## config.mk

```make
export PLATFORM = sky130hd
export DESIGN_NAME = dxg_top
export DESIGN_NICKNAME = d
export VERILOG_FILES = /design/src/rtl/dxg_pkg.sv /design/src/rtl/dxg_addr_gen.sv /design/src/rtl/dxg_limit_chk.sv /design/src/rtl/dxg_seq.sv /design/src/rtl/dxg_top.sv
export SDC_FILE = /design/constraint.sdc
export NUM_CORES = 1
export LEC_CHECK = 0
export BUFFER_PORTS_ARGS = -buffer_cell sky130_fd_sc_hd__buf_4
export CAP_MARGIN = 20
export CELL_PAD_IN_SITES_DETAIL_PLACEMENT = 1
export CELL_PAD_IN_SITES_GLOBAL_PLACEMENT = 1
export CORE_AREA = 10 10 191 193
export DETAILED_ROUTE_END_ITERATION = 6
export DIE_AREA = 0 0 201 203
export PLACE_DENSITY = 0.9
export SLEW_MARGIN = 5
export SYNTH_ARGS = -nofsm -noshare
export SYNTH_HDL_FRONTEND = slang
export SYNTH_SLANG_ARGS = --single-unit
```

## constraint.sdc

```tcl
create_clock -name clk -period 6.9 [get_ports clk]
set_clock_uncertainty 0.1 [all_clocks]
set_input_delay 0.345 -clock clk [delete_from_list [all_inputs] [get_ports clk]]
set_output_delay 0.345 -clock clk [all_outputs]
set_load 0.05 [all_outputs]
```

## src/rtl/dxg_pkg.sv

```systemverilog
package dxg_pkg;

    localparam int XLEN       = 32;
    localparam int IMM_W      = 8;
    localparam int RIDX_W     = 4;
    localparam int WORD_BYTES = 4;
    localparam int SCALE_SH   = $clog2(WORD_BYTES);

    typedef struct packed {
        logic [RIDX_W-1:0] base_idx;
        logic [IMM_W-1:0]  imm;
        logic              up;
        logic              pre;
        logic              wback;
        logic              load;
    } dxg_op_t;

    typedef enum logic [2:0] {
        ST_IDLE  = 3'd0,
        ST_CHECK = 3'd1,
        ST_ACC0  = 3'd2,
        ST_ACC1  = 3'd3,
        ST_DONE  = 3'd4
    } dxg_state_t;

    typedef struct packed {
        logic [XLEN-1:0] addr0;
        logic [XLEN-1:0] addr1;
        logic [XLEN-1:0] new_base;
        logic [XLEN-1:0] probe;
    } dxg_addr_t;

    // Signed word-scaled offset, two's complement in XLEN bits.
    function automatic logic [XLEN-1:0] scaled_offset(input logic [IMM_W-1:0] imm,
                                                      input logic up);
        logic [XLEN-1:0] mag;
        mag = XLEN'(imm) << SCALE_SH;
        return up ? mag : (~mag + 1'b1);
    endfunction

    // Lower of start and end pointer: end when moving down, start otherwise.
    function automatic logic [XLEN-1:0] lower_probe(input logic [XLEN-1:0] base,
                                                    input logic [XLEN-1:0] fin,
                                                    input logic up);
        return up ? base : fin;
    endfunction

endpackage

```

## src/rtl/dxg_addr_gen.sv

```systemverilog
module dxg_addr_gen
    import dxg_pkg::*;
(
    input  logic [XLEN-1:0]  base_i,
    input  logic [IMM_W-1:0] imm_i,
    input  logic             up_i,
    input  logic             pre_i,
    output dxg_addr_t        addrs_o
);
    logic [XLEN-1:0] offset;
    logic [XLEN-1:0] fin;

    always_comb begin
        offset           = scaled_offset(imm_i, up_i);
        fin              = base_i + offset;
        addrs_o.new_base = fin;
        addrs_o.addr0    = pre_i ? fin : base_i;
        addrs_o.addr1    = addrs_o.addr0 + XLEN'(WORD_BYTES);
        addrs_o.probe    = lower_probe(base_i, fin, up_i);
    end
endmodule

```

## src/rtl/dxg_limit_chk.sv

```systemverilog
module dxg_limit_chk
    import dxg_pkg::*;
#(
    parameter int SP_IDX = 13,
    parameter int PC_IDX = 15
) (
    input  logic              chk_en_i,
    input  logic [RIDX_W-1:0] base_idx_i,
    input  logic              wback_i,
    input  logic [XLEN-1:0]   probe_i,
    input  logic [XLEN-1:0]   limit_i,
    output logic              fault_o,
    output logic              illegal_o
);
    localparam logic [RIDX_W-1:0] SP_CODE = RIDX_W'(SP_IDX);
    localparam logic [RIDX_W-1:0] PC_CODE = RIDX_W'(PC_IDX);

    logic guard_on;
    logic below;

    always_comb begin
        guard_on  = chk_en_i && wback_i && (base_idx_i == SP_CODE);
        below     = probe_i < limit_i;
        illegal_o = wback_i && (base_idx_i == PC_CODE);
        fault_o   = guard_on && below && !illegal_o;
    end
endmodule

```

## src/rtl/dxg_seq.sv

```systemverilog
module dxg_seq
    import dxg_pkg::*;
(
    input  logic            clk,
    input  logic            rst,
    input  logic            start_i,
    output logic            idle_o,
    input  logic            fault_i,
    input  logic            illegal_i,
    input  logic            load_i,
    input  logic            wback_i,
    input  logic [XLEN-1:0] addr0_i,
    input  logic [XLEN-1:0] addr1_i,
    input  logic [XLEN-1:0] new_base_i,
    input  logic [XLEN-1:0] st0_i,
    input  logic [XLEN-1:0] st1_i,
    output logic            mreq_valid_o,
    input  logic            mreq_ready_i,
    output logic [XLEN-1:0] mreq_addr_o,
    output logic            mreq_we_o,
    output logic [XLEN-1:0] mreq_wdata_o,
    input  logic [XLEN-1:0] mresp_data_i,
    output logic [XLEN-1:0] ld_data0_o,
    output logic [XLEN-1:0] ld_data1_o,
    output logic            ld_we0_o,
    output logic            ld_we1_o,
    output logic [XLEN-1:0] wb_data_o,
    output logic            wb_en_o,
    output logic            done_o,
    output logic            stk_fault_o,
    output logic            illegal_o
);
    dxg_state_t      state_q, state_d;
    logic [XLEN-1:0] ld0_q, ld1_q;
    logic            hs;

    always_comb begin
        state_d = state_q;
        case (state_q)
            ST_IDLE:  if (start_i) state_d = ST_CHECK;
            ST_CHECK: state_d = (fault_i || illegal_i) ? ST_IDLE : ST_ACC0;
            ST_ACC0:  if (mreq_ready_i) state_d = ST_ACC1;
            ST_ACC1:  if (mreq_ready_i) state_d = ST_DONE;
            ST_DONE:  state_d = ST_IDLE;
            default:  state_d = ST_IDLE;
        endcase
    end

    always_ff @(posedge clk) begin
        if (rst) begin
            state_q <= ST_IDLE;
            ld0_q   <= '0;
            ld1_q   <= '0;
        end else begin
            state_q <= state_d;
            if (state_q == ST_ACC0 && mreq_ready_i && load_i) ld0_q <= mresp_data_i;
            if (state_q == ST_ACC1 && mreq_ready_i && load_i) ld1_q <= mresp_data_i;
        end
    end

    always_comb begin
        idle_o       = (state_q == ST_IDLE);
        mreq_valid_o = (state_q == ST_ACC0) || (state_q == ST_ACC1);
        mreq_addr_o  = (state_q == ST_ACC1) ? addr1_i : addr0_i;
        mreq_wdata_o = (state_q == ST_ACC1) ? st1_i : st0_i;
        mreq_we_o    = !load_i;
        hs           = mreq_valid_o && mreq_ready_i;
        done_o       = (state_q == ST_DONE);
        ld_we0_o     = done_o && load_i;
        ld_we1_o     = done_o && load_i;
        ld_data0_o   = ld0_q;
        ld_data1_o   = ld1_q;
        wb_en_o      = done_o && wback_i;
        wb_data_o    = new_base_i;
        stk_fault_o  = (state_q == ST_CHECK) && fault_i && !illegal_i;
        illegal_o    = (state_q == ST_CHECK) && illegal_i;
    end

    AST_REQ_HOLD: assert property (@(posedge clk) disable iff (rst)
        mreq_valid_o && !mreq_ready_i |=> mreq_valid_o && $stable(mreq_addr_o) && $stable(mreq_wdata_o));
    AST_SECOND_ADDR: assert property (@(posedge clk) disable iff (rst)
        (state_q == ST_ACC0) && hs |=> mreq_valid_o && (mreq_addr_o == $past(mreq_addr_o) + XLEN'(WORD_BYTES)));
    AST_FAULT_QUIET: assert property (@(posedge clk) disable iff (rst)
        stk_fault_o |-> !mreq_valid_o && !wb_en_o && !ld_we0_o && !ld_we1_o);
    AST_FAULT_PULSE: assert property (@(posedge clk) disable iff (rst)
        stk_fault_o |=> !stk_fault_o && idle_o && !mreq_valid_o);
    AST_ILLEGAL_QUIET: assert property (@(posedge clk) disable iff (rst)
        illegal_o |=> idle_o && !mreq_valid_o && !wb_en_o);
endmodule

```

## src/rtl/dxg_top.sv

```systemverilog
module dxg_top
    import dxg_pkg::*;
#(
    parameter int SP_IDX = 13,
    parameter int PC_IDX = 15
) (
    input  logic              clk,
    input  logic              rst,
    input  logic              start_i,
    output logic              idle_o,
    input  logic              chk_en_i,
    input  logic [RIDX_W-1:0] base_idx_i,
    input  logic [IMM_W-1:0]  imm_i,
    input  logic              up_i,
    input  logic              pre_i,
    input  logic              wback_i,
    input  logic              load_i,
    input  logic [XLEN-1:0]   base_val_i,
    input  logic [XLEN-1:0]   limit_i,
    input  logic [XLEN-1:0]   st_data0_i,
    input  logic [XLEN-1:0]   st_data1_i,
    output logic              mreq_valid_o,
    input  logic              mreq_ready_i,
    output logic [XLEN-1:0]   mreq_addr_o,
    output logic              mreq_we_o,
    output logic [XLEN-1:0]   mreq_wdata_o,
    input  logic [XLEN-1:0]   mresp_data_i,
    output logic [XLEN-1:0]   ld_data0_o,
    output logic [XLEN-1:0]   ld_data1_o,
    output logic              ld_we0_o,
    output logic              ld_we1_o,
    output logic [XLEN-1:0]   wb_data_o,
    output logic              wb_en_o,
    output logic              done_o,
    output logic              stk_fault_o,
    output logic              illegal_o
);
    localparam logic [RIDX_W-1:0] SP_CODE = RIDX_W'(SP_IDX);

    dxg_op_t         op_q;
    logic [XLEN-1:0] base_q, limit_q, st0_q, st1_q;
    logic            chk_q;
    dxg_addr_t       addrs;
    logic            fault, illegal;
    logic            accept;

    assign accept = start_i && idle_o;

    // Operand capture on acceptance; held for the whole operation.
    always_ff @(posedge clk) begin
        if (rst) begin
            op_q    <= '0;
            base_q  <= '0;
            limit_q <= '0;
            st0_q   <= '0;
            st1_q   <= '0;
            chk_q   <= 1'b0;
        end else if (accept) begin
            op_q    <= '{base_idx: base_idx_i, imm: imm_i, up: up_i,
                         pre: pre_i, wback: wback_i, load: load_i};
            base_q  <= base_val_i;
            limit_q <= limit_i;
            st0_q   <= st_data0_i;
            st1_q   <= st_data1_i;
            chk_q   <= chk_en_i;
        end
    end

    dxg_addr_gen u_addr (
        .base_i  (base_q),
        .imm_i   (op_q.imm),
        .up_i    (op_q.up),
        .pre_i   (op_q.pre),
        .addrs_o (addrs)
    );

    dxg_limit_chk #(.SP_IDX(SP_IDX), .PC_IDX(PC_IDX)) u_chk (
        .chk_en_i   (chk_q),
        .base_idx_i (op_q.base_idx),
        .wback_i    (op_q.wback),
        .probe_i    (addrs.probe),
        .limit_i    (limit_q),
        .fault_o    (fault),
        .illegal_o  (illegal)
    );

    dxg_seq u_seq (
        .clk          (clk),
        .rst          (rst),
        .start_i      (start_i),
        .idle_o       (idle_o),
        .fault_i      (fault),
        .illegal_i    (illegal),
        .load_i       (op_q.load),
        .wback_i      (op_q.wback),
        .addr0_i      (addrs.addr0),
        .addr1_i      (addrs.addr1),
        .new_base_i   (addrs.new_base),
        .st0_i        (st0_q),
        .st1_i        (st1_q),
        .mreq_valid_o (mreq_valid_o),
        .mreq_ready_i (mreq_ready_i),
        .mreq_addr_o  (mreq_addr_o),
        .mreq_we_o    (mreq_we_o),
        .mreq_wdata_o (mreq_wdata_o),
        .mresp_data_i (mresp_data_i),
        .ld_data0_o   (ld_data0_o),
        .ld_data1_o   (ld_data1_o),
        .ld_we0_o     (ld_we0_o),
        .ld_we1_o     (ld_we1_o),
        .wb_data_o    (wb_data_o),
        .wb_en_o      (wb_en_o),
        .done_o       (done_o),
        .stk_fault_o  (stk_fault_o),
        .illegal_o    (illegal_o)
    );

    AST_FAULT_NEEDS_SP_WB: assert property (@(posedge clk) disable iff (rst)
        stk_fault_o |-> $past(accept && chk_en_i && wback_i && (base_idx_i == SP_CODE)));
    AST_WB_AFTER_ACCESS: assert property (@(posedge clk) disable iff (rst)
        wb_en_o |-> $past(mreq_valid_o && mreq_ready_i));
    AST_LOAD_NO_WRITE: assert property (@(posedge clk) disable iff (rst)
        ld_we0_o |-> $past(!mreq_we_o));
endmodule

```

==> flow_summary.yaml <==
grt:
  first_global_vias: 15400
  antenna_found_initial: 12
  globalRouteTotalUtil: 0.285
  grt_pass1_wl_mm: 92.6
  grt.overflow.total: 0
  grt_start_max_net_pins: 128
floorplanning:
  dieHeight_um: 203
  rows: 66
  die_area_um2: 40800
  die-width_um: 201
  initial_core_util: 0.365
  pin_count: 350
  core_area_um2: 32500
timing:
  timing_max_transition_violations_final: 0
  max_clock_freq_mhz: 154
  timing.final.crit_share: 0.940
  timing.final.crit_period_ps: 6480
  grt_setup_unrepaired: "no"
  final-hold-violation-count: 0
  tns_setup_ps: 0
  whs_ps: 202
  tightestPinTransition_ps: 1010
  final-setup-viol-count: 0
  slew_headroom: 0.324
power_and_ir_drop:
  power_density_normalized_to_cell_area_nw_per_um2: 281
  power_report.internal_total_w: 0.00291
  leakage_nw: 7.44
  power.switching_w: 0.00202
  clock_power_share: 0.304
  ir_drop_v: 0.000189
  combinationalPowerShare: 0.420
  seq_power_share: 0.275
  p_sw_frac: 0.410
detailed_routing:
  post-route-drc-count: 0
  dr_total_vias: 14100
  detail_route.first_pass.iterations: 5
  drt_iter0_markers: 987
  ant_nets: 0
  detail_route.wirelength_mm: 61.5
  wl_per_cell_um: 24.0
  post_drt_via_cell_ratio: 5.49
cells_and_area:
  finish.cell_count_without_fillers: 2562
  fin_nets: 2336
  most_frequent_cells_in_the_layout: "nand2_1, buf_4, a21oi_1, dfxtp_1, dlygate4sd3_1"
  drive_gt1_frac: 0.225
  fin_util: 0.540
  most_common_cell_after_layout_fill_and_taps_aside: "nand2_1"
  synthToLayoutAreaGrowth_pct: 47.8
worst_setup_path:
  regToRegStartpoint: "op_q[4]"
  critPathCapture: "stk_fault_o"
  worstReg2RegEnd: "u_seq.state_q[1]"
  crit_fanout: 7
  setup.worst_path.start_class: "register"
  worst-r2r-setup-slack_ps: 1390
  critical_path.endpoint_type: "output port"
  critical_path_data_arrival_time_ps: 6040
  critPathKind: "reg -> out"
  worst-r2r-cell-count: 22
  crit_path_start: "op_q[4]"
  worst_ep_required_time_ps: 6450
clock_tree:
  cts-htree-levels: 1
  postCtsSetupBuffers: 0
  number_of_buffers_added_by_the_clock_tree_synthesis_step: 25
  cts.sink_count: 212
  clk-insertion-delay-late_ps: 570
  cts.path.max_buffers: 3
  clockRootBuffer: "clkbuf_16"
  clk_transition_reported_paths_ps: 60
  clock_tree_from_tritoncts: "done"
run:
  cap_viol_max_count: 0
placed_design:
  port_buffers: 349
  dpl.cell_count: 2328
  last_weighted_congestion_value_of_the_routability_driven_placer: 0.856
  hpwlAfterDp_mm: 37.3
synthesis:
  synthesis.area_um2: 11900
  yosys_most_used_dff: "dfxtp_1"
  yosysSeqAreaShare: 0.358
  post_synth_edffs: 0
  post_synth_num_cell_types: 76
  async_flop_share: 0
  synth-xor-area-share: 0.0430
  synthesized_area_divided_by_synthesized_cell_count_um2: 7.30
  syn_inst: 1624
  synth_mux_area_frac: 0.0418
  synth_warnings: 0
  synth_top_family_by_area: "simple AND/OR/NAND/NOR gates"
  synth.ff_latch_count: 212
  arithmetic_cell_share_of_the_synthesized_area_counting_full_adders_half_adders_and_majority_gates: 0.0682
  synth_compound_area_frac: 0.180
  syn-num-nets: 1869
  yosys.area_share.simple: 0.259
worst_hold_path:
  hold_path.class: "in -> reg"
status:
  status: "finished clean"
kinds of logic after synthesis:
logic type,after synthesis
AND/OR/NAND/NOR,731
AO/OA/AOI/OAI,367
flip-flops,212
buffers and inverters,150
adder cells (fa/ha/maj),64
XOR/XNOR,55
multiplexers,45
repair_timing:
action / CTS / global route
pin swaps: 0 / 0
hold buffers: 178 / 0
hold endpoints to repair: 211 / 0
endpoints found under the setup margin: 1 / 1
resized for setup: 1 / 10
power groups by stage:
stage	combinational (W)	clock, W	sequential (W)
floorplan	0.00132	0	0.00135
global placement	0.00188	0	0.00137
detailed placement	0.00193	0	0.00137
CTS	0.00202	0.00150	0.00135
global route	0.00222	0.00155	0.00136
finish	0.00207	0.00150	0.00136
cell type report:
cell class	instances	area, um^2
repair buffers	540	4520
multi-input cells	1262	7090
flip-flops and latches	212	4250
inverters	50	188
clock inverters	9	160
diodes	10	25.0
fillers	3954	14900
well taps	442	553
clock buffers	37	741
cell usage after synthesis, types with 3 or more instances:
cell type	instances	share of area
o21ai_0	22	0.0093
xnor2_1	27	0.020
xor2_1	25	0.018
nor2b_1	13	0.0069
and2_1	13	0.0069
a211oi_1	7	0.0044
nor4_2	3	0.0032
mux2i_1	13	0.011
o31a_1	3	0.0022
o21a_1	3	0.0019
mux2_2	30	0.028
nand2b_1	7	0.0037
nand3_1	6	0.0025
nor3_1	23	0.0097
nand4_1	16	0.0084
buf_4	7	0.0044
ha_1	63	0.066
o211ai_1	6	0.0038
a21oi_1	257	0.11
buf_1	9	0.0028
o21bai_1	3	0.0019
clkbuf_1	74	0.023
or3_1	7	0.0037
buf_2	10	0.0042
a31oi_1	7	0.0037
nand2_1	570	0.18
inv_1	50	0.016
nor4_1	5	0.0026
a211o_1	3	0.0022
and3_1	4	0.0021
nor2_1	45	0.014
a21o_1	27	0.017
dfxtp_1	212	0.36
sequential cells by signal, summed over array words and instances (netlist names):
signal and cells:
base_q 32, limit_q 32, st0_q 32, st1_q 32, u_seq.ld_data0_o 32, u_seq.ld_data1_o 32
op_q 16, u_seq.state_q 3, chk_q 1
stage by stage:
stage               power, W  cell area, um^2  setup slack, ps
detailed placement   0.00330            14800              529
finish               0.00493            17500              415
floorplan            0.00267            11900              401
global placement     0.00325            14700              682
CTS                  0.00486            17500              101
global route         0.00514            17500             49.0
worst min path at each step:
stage / start / slack [ps] / to / cells after the start
2_1_floorplan: chk_q / 330 / chk_q / 2
4_1_cts: start_i / 180 / u_seq.state_q[0] / 4
3_3_place_gp: chk_q / 340 / chk_q / 2
3_5_place_dp: limit_q[4] / 350 / limit_q[4] / 2
6_report: start_i / 200 / u_seq.state_q[0] / 4
5_1_grt: start_i / 260 / u_seq.state_q[0] / 4
worst max-delay path, stage by stage (launching register included):
cell and delay [ps]:
dfxtp_1 360, nor3_2 250, nand2_1 130, nor3_4 210, ha_1 280, mux2_2 280, ha_2 420, nand4_1 190
o21ai_1 270, a211oi_4 100, o21bai_1 200, xor2_1 280, mux2_2 220, ha_1 230, a21o_1 160, a21o_1 170
a21o_1 170, a21o_1 170, a21o_1 160, a21o_1 160, a221o_1 320, a31o_2 230, a211oi_2 270, buf_4 250
routing by layer:
metal | global-route usage | vias up | part of all wire
li1 | - | 6376 | -
met4 | 0.134 | 4 | 0.048
met3 | 0.0659 | 192 | 0.066
met5 | 0 | - | 0.00034
met2 | 0.513 | 625 | 0.50
met1 | 0.312 | 6875 | 0.38
No activity file was read; power rests on OpenSTA's default activity.
